[src/rtl/mpc_pkg.sv]
package mpc_pkg;
  localparam int WORD_W   = 64;
  localparam int FIELD_W  = 38;
  localparam int ID_W     = 4;
  localparam int LOCK_BIT = 63;
  localparam int AM_HI    = 60;
  localparam int AM_LO    = 59;
  localparam int PERM_LO  = 56;
  localparam int RW_BIT   = 38;
  localparam int ID_LO    = 39;
  localparam int FAIL_BIT = 43;

  localparam logic [1:0] AM_NAPOT = 2'd3;

  // bits a configuration write may set
  localparam logic [WORD_W-1:0] KEEP_MASK = 64'h9F00_003F_FFFF_FFFF;

  typedef enum logic [1:0] {
    ACC_READ  = 2'd0,
    ACC_WRITE = 2'd1,
    ACC_EXEC  = 2'd2,
    ACC_RSVD  = 2'd3
  } acc_e;
endpackage

[src/rtl/mpc_region_file.sv]
module mpc_region_file
  import mpc_pkg::*;
#(
  parameter int NUM_REGIONS = 8,
  parameter int IDX_W       = 4
) (
  input  logic                                clk,
  input  logic                                rst,
  input  logic                                wr_en,
  input  logic                                rd_en,
  input  logic [IDX_W-1:0]                    idx,
  input  logic [WORD_W-1:0]                   wdata,
  output logic [WORD_W-1:0]                   rdata,
  output logic                                err,
  output logic [NUM_REGIONS-1:0][WORD_W-1:0]  regions
);
  logic              in_range;
  logic [WORD_W-1:0] rd_mux;

  assign in_range = (32'(idx) < NUM_REGIONS);

  always_comb begin
    rd_mux = '0;
    for (int i = 0; i < NUM_REGIONS; i++)
      if (32'(idx) == i) rd_mux = regions[i];
  end

  always_ff @(posedge clk) begin
    if (rst) begin
      regions <= '0;
      rdata   <= '0;
      err     <= 1'b0;
    end else begin
      err <= (wr_en || rd_en) && !in_range;
      if (rd_en) rdata <= rd_mux;
      for (int i = 0; i < NUM_REGIONS; i++)
        if (wr_en && 32'(idx) == i && !regions[i][LOCK_BIT])
          regions[i] <= wdata & KEEP_MASK;
    end
  end

  // out-of-range access answered with an error
  a_r2_range_err: assert property (@(posedge clk) disable iff (rst)
    (wr_en && !in_range) |=> err);

  for (genvar g = 0; g < NUM_REGIONS; g++) begin : g_lock_chk
    // a locked word never changes
    a_r3_lock_holds: assert property (@(posedge clk) disable iff (rst)
      regions[g][LOCK_BIT] |=> $stable(regions[g]));
  end
endmodule

[config.mk]
export PLATFORM = sky130hd
export DESIGN_NAME = mpc_region_file
export DESIGN_NICKNAME = d
export VERILOG_FILES = /design/src/rtl/mpc_pkg.sv /design/src/rtl/mpc_region_file.sv
export SDC_FILE = /design/constraint.sdc
export NUM_CORES = 1
export LEC_CHECK = 0
export BUFFER_PORTS_ARGS = -buffer_cell sky130_fd_sc_hd__buf_2
export CORE_AREA = 3 3 255 257
export CTS_CLUSTER_DIAMETER = 120
export DETAILED_ROUTE_END_ITERATION = 12
export DIE_AREA = 0 0 258 260
export PLACE_DENSITY_LB_ADDON = 0.25
export SETUP_SLACK_MARGIN = 0.4
export SLEW_MARGIN = 20
export SYNTH_ARGS = -nofsm -noshare
export SYNTH_HDL_FRONTEND = slang
export SYNTH_SLANG_ARGS = --single-unit
export TNS_END_PERCENT = 1
[constraint.sdc]
create_clock -name clk -period 2.62 [get_ports clk]
set_clock_uncertainty 0.05 [all_clocks]
set_input_delay 0.655 -clock clk [delete_from_list [all_inputs] [get_ports clk]]
set_output_delay 0.655 -clock clk [all_outputs]
set_load 0.005 [all_outputs]
==> metrics, run 1 <==
run status finished clean; clock sinks between 300 and 400; cts repair resizes 0; first-pass GRT wire length 113 mm; DR vias 17.5k; final period utilization 75.8%; arrival time worst endpoint 2.42 ns; clk buf depth 3; Synth top area share 43.7%; clock share of power 47.3%; area delta synth->final 23.2%; post-synthesis sequential area ratio 43.7%; Fin. Hold Viols 0; Power per Cell Area 626 nW/µm²; static leakage approximately 9.4 nW; synthesized area per cell 7.84 µm²; Flop pwr share ~45%; GPL Wtd Cong 0.825; final instance area 22400 µm²; type of the most critical hold path in2reg; full die area 67100 µm²; commonest cells in the netlist nand2_1 (692), dfxtp_1 (397), a21oi_1 (360), buf_4 (214), clkbuf_1 (114); CP Max Fanout 43; Mapped Area 18200 µm²; Post-DP Area between 20000 and 25000 µm²; Post CTS Setup Buffer Count 0; Startpoint Class primary input; switching share of power 25.1%; total gr overflow 0; layout cells sized above 1 23.8%; Starting Density roughly 29%; Synth area leaders dfxtp_1 (44%), nand2_1 (14%), a21oi_1 (9.9%); Via density approximately 4.9; core area about 63000 µm²; DIE WIDTH 258 µm; placed insts ~3.5k; Post-Synthesis Cells 2318; ANT nets after route 0; hold buffer count at CTS 0; routed wire length 80.5 mm; combinational share of power 8.3%; Clock Latency Late Sink 0.56 ns; CTS HTree Levels 2; fmax roughly 500 MHz; final setup violating endpoints 0; Synth Flop Type dfxtp_1; Port Buf Inserts ~450; Final #Nets 2759; Num CTS Buffers 47; fraction of registers with async set/reset 0%; Post-DP HPWL 56.6 mm; fin crit period 1.99 ns; Synth cell types 48; final cell count without fillers 3572; maximum vdd ir drop 0.475 mV; Max-Cap Viols 0; DRT Pass-1 Iters 6; Post-route DRC 0; Slew headroom 25.4%; Crit. End Element flip-flop; Yosys top cell by area dfxtp_1; WP data required 3.06 ns; flops & latches, synth 397; IO Count about 650; largest net degree at the start of global routing 87; initial antenna violation count 6; drt initial violations about 1.6k; CTS tree done; EDFF count, synth 0; Pint 0.0105 W; setup tns final 0 ns; crit path kind in2reg; vias in the first global route 16.2k; Root Buffer clkbuf_16; CTS clk-pin slew, worst paths 0.06 ns; Yosys Warn Count 0; std cell rows 92; top-count cell post-synth nand2_1; Die Span Y 260 µm; Worst Tran Pin Value 1.11 ns; Max Slew Vio Count 0; unrepaired setup endpoints after global routing false; GR Util All Layers 22.7%; WL per Instance 22.5 µm; Switch Pwr about 0.0035 W; Hold WS about 0.34 ns; total power around 0.014 W
metrics by stage:
stage / utilization [%] / setup WS [ns]
5_1_grt: 35.6 / 0.543
4_1_cts: 35.5 / 0.594
6_report: 35.6 / 0.634
3_5_place_dp: 33.1 / 0.0425
3_3_place_gp: 33.1 / 0.106
2_1_floorplan: - / 0.350
metal layers:
metal / GRT usage (%) / routed length, µm / vias up
li1: - / - / 8143
met1: 29.0 / 32900 / 8332
met2: 37.3 / 37500 / 909
met3: 5.59 / 7510 / 144
met4: 7.81 / 2610 / 0
met5: 0 / 0 / -
layout make-up:
cell class | count | area (µm²)
Sequential cell | 397 | 7950
Antenna cell | 4 | 10.0
Tap cell | 846 | 1060
Fill cell | 6604 | 40600
Timing Repair Buffer | 546 | 3360
Clock buffer | 69 | 1400
Clock inverter | 15 | 160
Inverter | 13 | 48.8
Multi-Input combinational cell | 1682 | 8400
power by group through the flow:
stage / Sequential, W / Clock [W] / Combinational, W
floorplan: 0.00635 / 0 / 0.000831
global placement: 0.00636 / 0 / 0.00114
detailed placement: 0.00636 / 0 / 0.00115
CTS: 0.00623 / 0.00679 / 0.00115
global route: 0.00624 / 0.00703 / 0.00125
finish: 0.00623 / 0.00662 / 0.00116
logic make-up after synthesis:
logic type | share of synthesized area (%)
mux | 6.09
simple gates | 19.5
compound gates | 16.5
buf+inv | 14.1
flops | 43.7
other cells | 0.0206
cells in the final DEF, fill, tap and decap left out, drive strengths merged, types with 12 or more instances in the layout:
cell type    n
clkbuf      69
conb       180
nand2      692
dfxtp      397
inv         13
nor3        34
o2bb2ai     13
o21ai       23
nor2        87
a21oi      360
o22ai       62
buf        546
a2111oi     30
nand3b      12
mux2i      106
worst max-delay path, stage by stage:
cell	delay, ns
buf_2	0.22
buf_4	0.23
and4bb_2	0.48
and3b_2	0.27
buf_12	0.31
nand2_1	0.09
a21oi_1	0.13
worst paths after layout:
check	slack (ns)	start	end	depth (start not counted)
hold / removal	0.34	wdata[19]	regions[83]	3
hold reg to reg	0.41	regions[159]	regions[159]	2
setup reg to reg	0.94	regions[447]	regions[411]	3
setup / recovery	0.63	idx[2]	regions[356]	7
flip-flops by register name (all words and copies together) (netlist names):
name	cells
err	1
rdata	44
regions	352
Note: power is estimated with default switching activity, not from simulation.
==> run 2: changes to the inputs <==
==> constraint.sdc (replaced) <==
create_clock -name clk -period 2.1 [get_ports clk]
set_clock_uncertainty 0.05 [all_clocks]
set_input_delay 0.525 -clock clk [delete_from_list [all_inputs] [get_ports clk]]
set_output_delay 0.525 -clock clk [all_outputs]
set_load 0.005 [all_outputs]
==> metrics, run 2 (synthesis results as in run 1) <==
Final #Nets about 2.8k; initial antenna violation count 3; GR Util All Layers 23.0%; hold_sp wdata[63]; Slew headroom 35.1%; DP Worst Slack -0.352 ns; WL per Instance 22.8 µm; Clock Latency Late Sink 0.57 ns; hold path depth 3; arrival time worst endpoint 2.13 ns; Port Buf Inserts 448; Finished Core Util 36.5%; routed wire length roughly 80 mm; fin crit period 1.76 ns; CTS clk-pin slew, worst paths around 0.060 ns; R2R depth 4; most frequent cells in the layout nand2_1 (691), buf_2 (443), dfxtp_1 (388), a21oi_1 (360), conb_1 (180); final setup violating endpoints 0; Hold WS 0.209 ns; DIE WIDTH roughly 260 µm; Via density 4.93; ANT nets after route 0; clk buf depth 3; std cell rows between 90 and 100; GPL Wtd Cong 0.867; largest net degree at the start of global routing 62; vias in the first global route 16.6k; Starting Density 28.9%; total power 0.0177 W; Post-DP HPWL just under 60 mm; flip-flop count of the largest register after layout 352; Num CTS Buffers 46; drt initial violations approximately 1.4k; CP Max Fanout 8; area delta synth->final 26.4%; core area 63000 µm²; type of the most critical hold path in2reg; r2r startpoint regions[191]; full die area around 67000 µm²; fmax 568 MHz; flop-to-flop setup slack approximately 0.59 ns; Post-route DRC 0; biggest regs regions x352, rdata x44, err x1; IO Count 649; Max Slew Vio Count 0; layout cells sized above 1 25.2%; final period utilization roughly 84%; static leakage 9.68 nW; crit path kind in2reg; worst path setup slack after routing 0.340 ns; Worst Hold Path EP regions[383]; Post CTS Setup Buffer Count 0; Root Buffer clkbuf_16; DRT Pass-1 Iters 5; Worst Tran Pin Value 0.969 ns; DR vias 17.8k; Power per Cell Area 769 nW/µm²; FILL cells 6578; setup tns final 0 ns; Startpoint Class primary input; Max-Cap Viols 0; CTS tree done; unrepaired setup endpoints after global routing true; reg-to-reg endpoint regions[130]; clock sinks just under 400; most common cell after layout, fill and taps aside nand2_1; Crit. End Element flip-flop; total gr overflow 0; WP data required about 2.5 ns; Die Span Y around 260 µm; run status finished clean; Largest Register regions; Fin. Hold Viols 0; first-pass GRT wire length 115 mm; CTS HTree Levels 2; crit path from idx[2]; maximum vdd ir drop 0.489 mV
## run 2: cell count changes in the layout (fill, tap and decap cells not counted), sizes merged
cell	delta
clkinv	-5
bufinv	+1
clkbuf	+4
buf	+35
diode	-1
## run 2: cell type report
| type | instances | area, µm² | area share, % |
|---|---|---|---|
| inverter | 13 | 48.8 | 0.212 |
| multi-input combinational | 1682 | 8450 | 36.8 |
| tap | 846 | 1060 | 4.61 |
| sequential | 397 | 7960 | 34.7 |
| antenna | 3 | 7.51 | 0.0327 |
| clock buffer | 71 | 1410 | 6.13 |
| clock inverter | 11 | 161 | 0.703 |
| timing repair buffer | 583 | 3860 | 16.8 |
## run 2: worst max-delay path, cell delays in order
cell,delay (ns)
buf_4,0.14
or3_4,0.46
buf_12,0.19
buf_4,0.16
o22ai_1,0.17
nor3_1,0.08
a2111oi_0,0.39
## run 2: what timing repair did
action,CTS,global route
gates cloned,0,2
gates resized for setup,13,19
endpoints found under the setup margin,149,414
hold buffers,0,0
pin swaps,0,3
## run 2: through the flow
step | instance area, µm² | instances
after detailed placement | 21300 | 3519
after floorplan | 18900 | 2497
after global routing | 23000 | 3604
after CTS | 22800 | 3601
final | 23000 | 3606
after global placement | 21300 | 3519
## run 2: metal layers
layer / part of all wire, % / vias up / track usage, %
met2: 48 / 831 / 38.5
met3: 8.6 / 119 / 5.47
met5: 0 / - / 0
met4: 2.8 / 0 / 7.09
met1: 41 / 8653 / 29.2
li1: - / 8189 / -
## run 2: worst max path at each step
stage	end	depth (start not counted)
after CTS	regions[402]	1
after global routing	regions[9]	7
after floorplan	regions[259]	8
after detailed placement	regions[471]	8
after global placement	regions[477]	8
final	rdata[13]	7
## run 2: power by group
part / switching (W) / total (W) / leakage, nW / internal [W]
sequential: 0.000105 / 0.00777 / 3.22 / 0.00767
clock: 0.00328 / 0.00837 / 0.770 / 0.00509
combinational: 0.00101 / 0.00152 / 5.69 / 0.000512
total: 0.00439 / 0.0177 / 9.68 / 0.0133
==> run 3: changes to the inputs <==
==> constraint.sdc (replaced) <==
create_clock -name clk -period 1.6 [get_ports clk]
set_clock_uncertainty 0.05 [all_clocks]
set_input_delay 0.4 -clock clk [delete_from_list [all_inputs] [get_ports clk]]
set_output_delay 0.4 -clock clk [all_outputs]
set_load 0.005 [all_outputs]
==> metrics, run 3 (synthesis results as in run 1) <==
CTS clk-pin slew, worst paths 0.06 ns; DIE WIDTH 258 µm; total gr overflow 0; vias in the first global route around 17k; biggest regs regions x352, rdata x44, err x1; switching share of power approximately a quarter; placed insts 3549; Fin. Hold Viols 0; DR vias 18.4k; Slew headroom 65.1%; Die Span Y 260 µm; run status complete, but fails checks; Clock Latency Late Sink 0.58 ns; Max-Cap Viols 0; Via density about 5.0; layout cells sized above 1 46.3%; hold path depth 3; Largest Register regions; ANT nets after route 0; crit path kind reg2reg; type of the most critical hold path in2reg; first-pass GRT wire length between 100 and 150 mm; worst path setup slack after routing -0.0411 ns; final setup violating endpoints 35; Root Buffer clkbuf_16; FILL cells between 6k and 7k; area of the multi-input gates 9370 µm²; R2R depth 5; full die area around 67000 µm²; Final #Nets 2844; core area ~63000 µm²; combinational share of power 10.1%; CTS HTree Levels 2; Startpoint Class flip-flop; Post-DP Area roughly 22000 µm²; Worst Tran Pin Value 0.522 ns; std cell rows 92; Pint 0.0176 W; Flop pwr share between 40% and 50%; Port Buf Inserts approximately 450; most frequent cells in the layout nand2_1 (596), a21oi_1 (325), dfxtp_2 (315), buf_6 (284), buf_2 (185); WL per Instance around 24 µm; fin crit period around 1.6 ns; most common cell after layout, fill and taps aside nand2_1; area delta synth->final 47.9%; arrival time worst endpoint ~2.0 ns; Hold WS a little under 0.06 ns; CP Max Fanout 8; IO Count between 600 and 700; Starting Density 28.9%; final period utilization 103%; Switch Pwr 0.00604 W; setup tns final -0.656 ns; WP data required 2.00 ns; clock share of power 46.8%; drt initial violations 1434; Crit. End Element flip-flop; maximum vdd ir drop 0.616 mV; Num CTS Buffers 47; initial antenna violation count 1; GPL Wtd Cong 0.851; Power per Cell Area a little under 900 nW/µm²; Register Area 8560 µm²; flip-flop count of the largest register after layout 352; final cell count without fillers 3655; GR Util All Layers 24.2%; static leakage 10.7 nW; Post-DP HPWL roughly 60 mm; clk buf depth 3; final instance area 26900 µm²; largest net degree at the start of global routing between 60 and 70; Max Slew Vio Count 0; routed wire length 87.7 mm; fmax 609 MHz; unrepaired setup endpoints after global routing true; DRT Pass-1 Iters 5; Post-route DRC 0; CTS tree done; clock sinks 397; failing checks setup timing
run 3: changes by cell type in the layout (fill, tap and decap cells not counted), sizes merged, moves of 2 or more:
cell / change
buf: +47
clkbuf: +4
bufinv: -2
diode: -2
clkinvlp: +2
run 3: final cells by class:
type	instances	area share [%]
diodes	1	0.00931
clock buffers	74	5.51
clock inverters	11	0.433
inverters	13	0.182
multi-input cells	1682	34.9
flip-flops and latches	397	31.9
well taps	846	3.94
repair buffers	631	23.2
run 3: final timing paths:
check | slack, ns | start | endpoint
worst max register to register | -0.04 | regions[127] | regions[85]
worst min-delay path | 0.06 | wdata[63] | regions[383]
worst max-delay path | -0.04 | regions[127] | regions[85]
worst min register to register | 0.41 | regions[481] | regions[481]
run 3: what timing repair did:
action                     in CTS  in global routing
pin swaps                      41                120
cloned                          1                  4
hold endpoints to repair        0                  0
setup buffers                  15                  0
setup endpoints to repair     786                787
gates resized for setup       665                379
hold buffers                    0                  0
run 3: through the flow:
step / setup WS [ns] / utilization (%) / total power, W
detailed placement: -0.722 / 34.3 / 0.0124
floorplan: -0.415 / - / 0.0118
global placement: -0.688 / 34.3 / 0.0124
global route: -0.0578 / 42.7 / 0.0244
finish: -0.0411 / 42.7 / 0.0236
CTS: -0.0577 / 40.0 / 0.0237
run 3: power groups by stage:
stage,sequential [W],combinational [W],clock (W)
final,0.0102,0.00238,0.0111
after global routing,0.0102,0.00254,0.0117
after CTS,0.0102,0.00217,0.0113
after detailed placement,0.0104,0.00200,0
after global placement,0.0104,0.00198,0
after floorplan,0.0104,0.00136,0
run 3: routing by layer:
metal / vias to the layer above / global-route usage (%) / share of wire, %
met5: - / 0 / 0
met4: 0 / 6.80 / 2.8
met3: 150 / 5.03 / 8.2
met2: 925 / 42.1 / 49
met1: 8979 / 30.1 / 40
li1: 8316 / - / -
run 3: critical path, stage by stage (launching register included):
cell       delay [ns]
dfxtp_4          0.35
buf_6            0.12
or4_4            0.61
clkbuf_16        0.24
nand2_2          0.07
a21oi_1          0.06
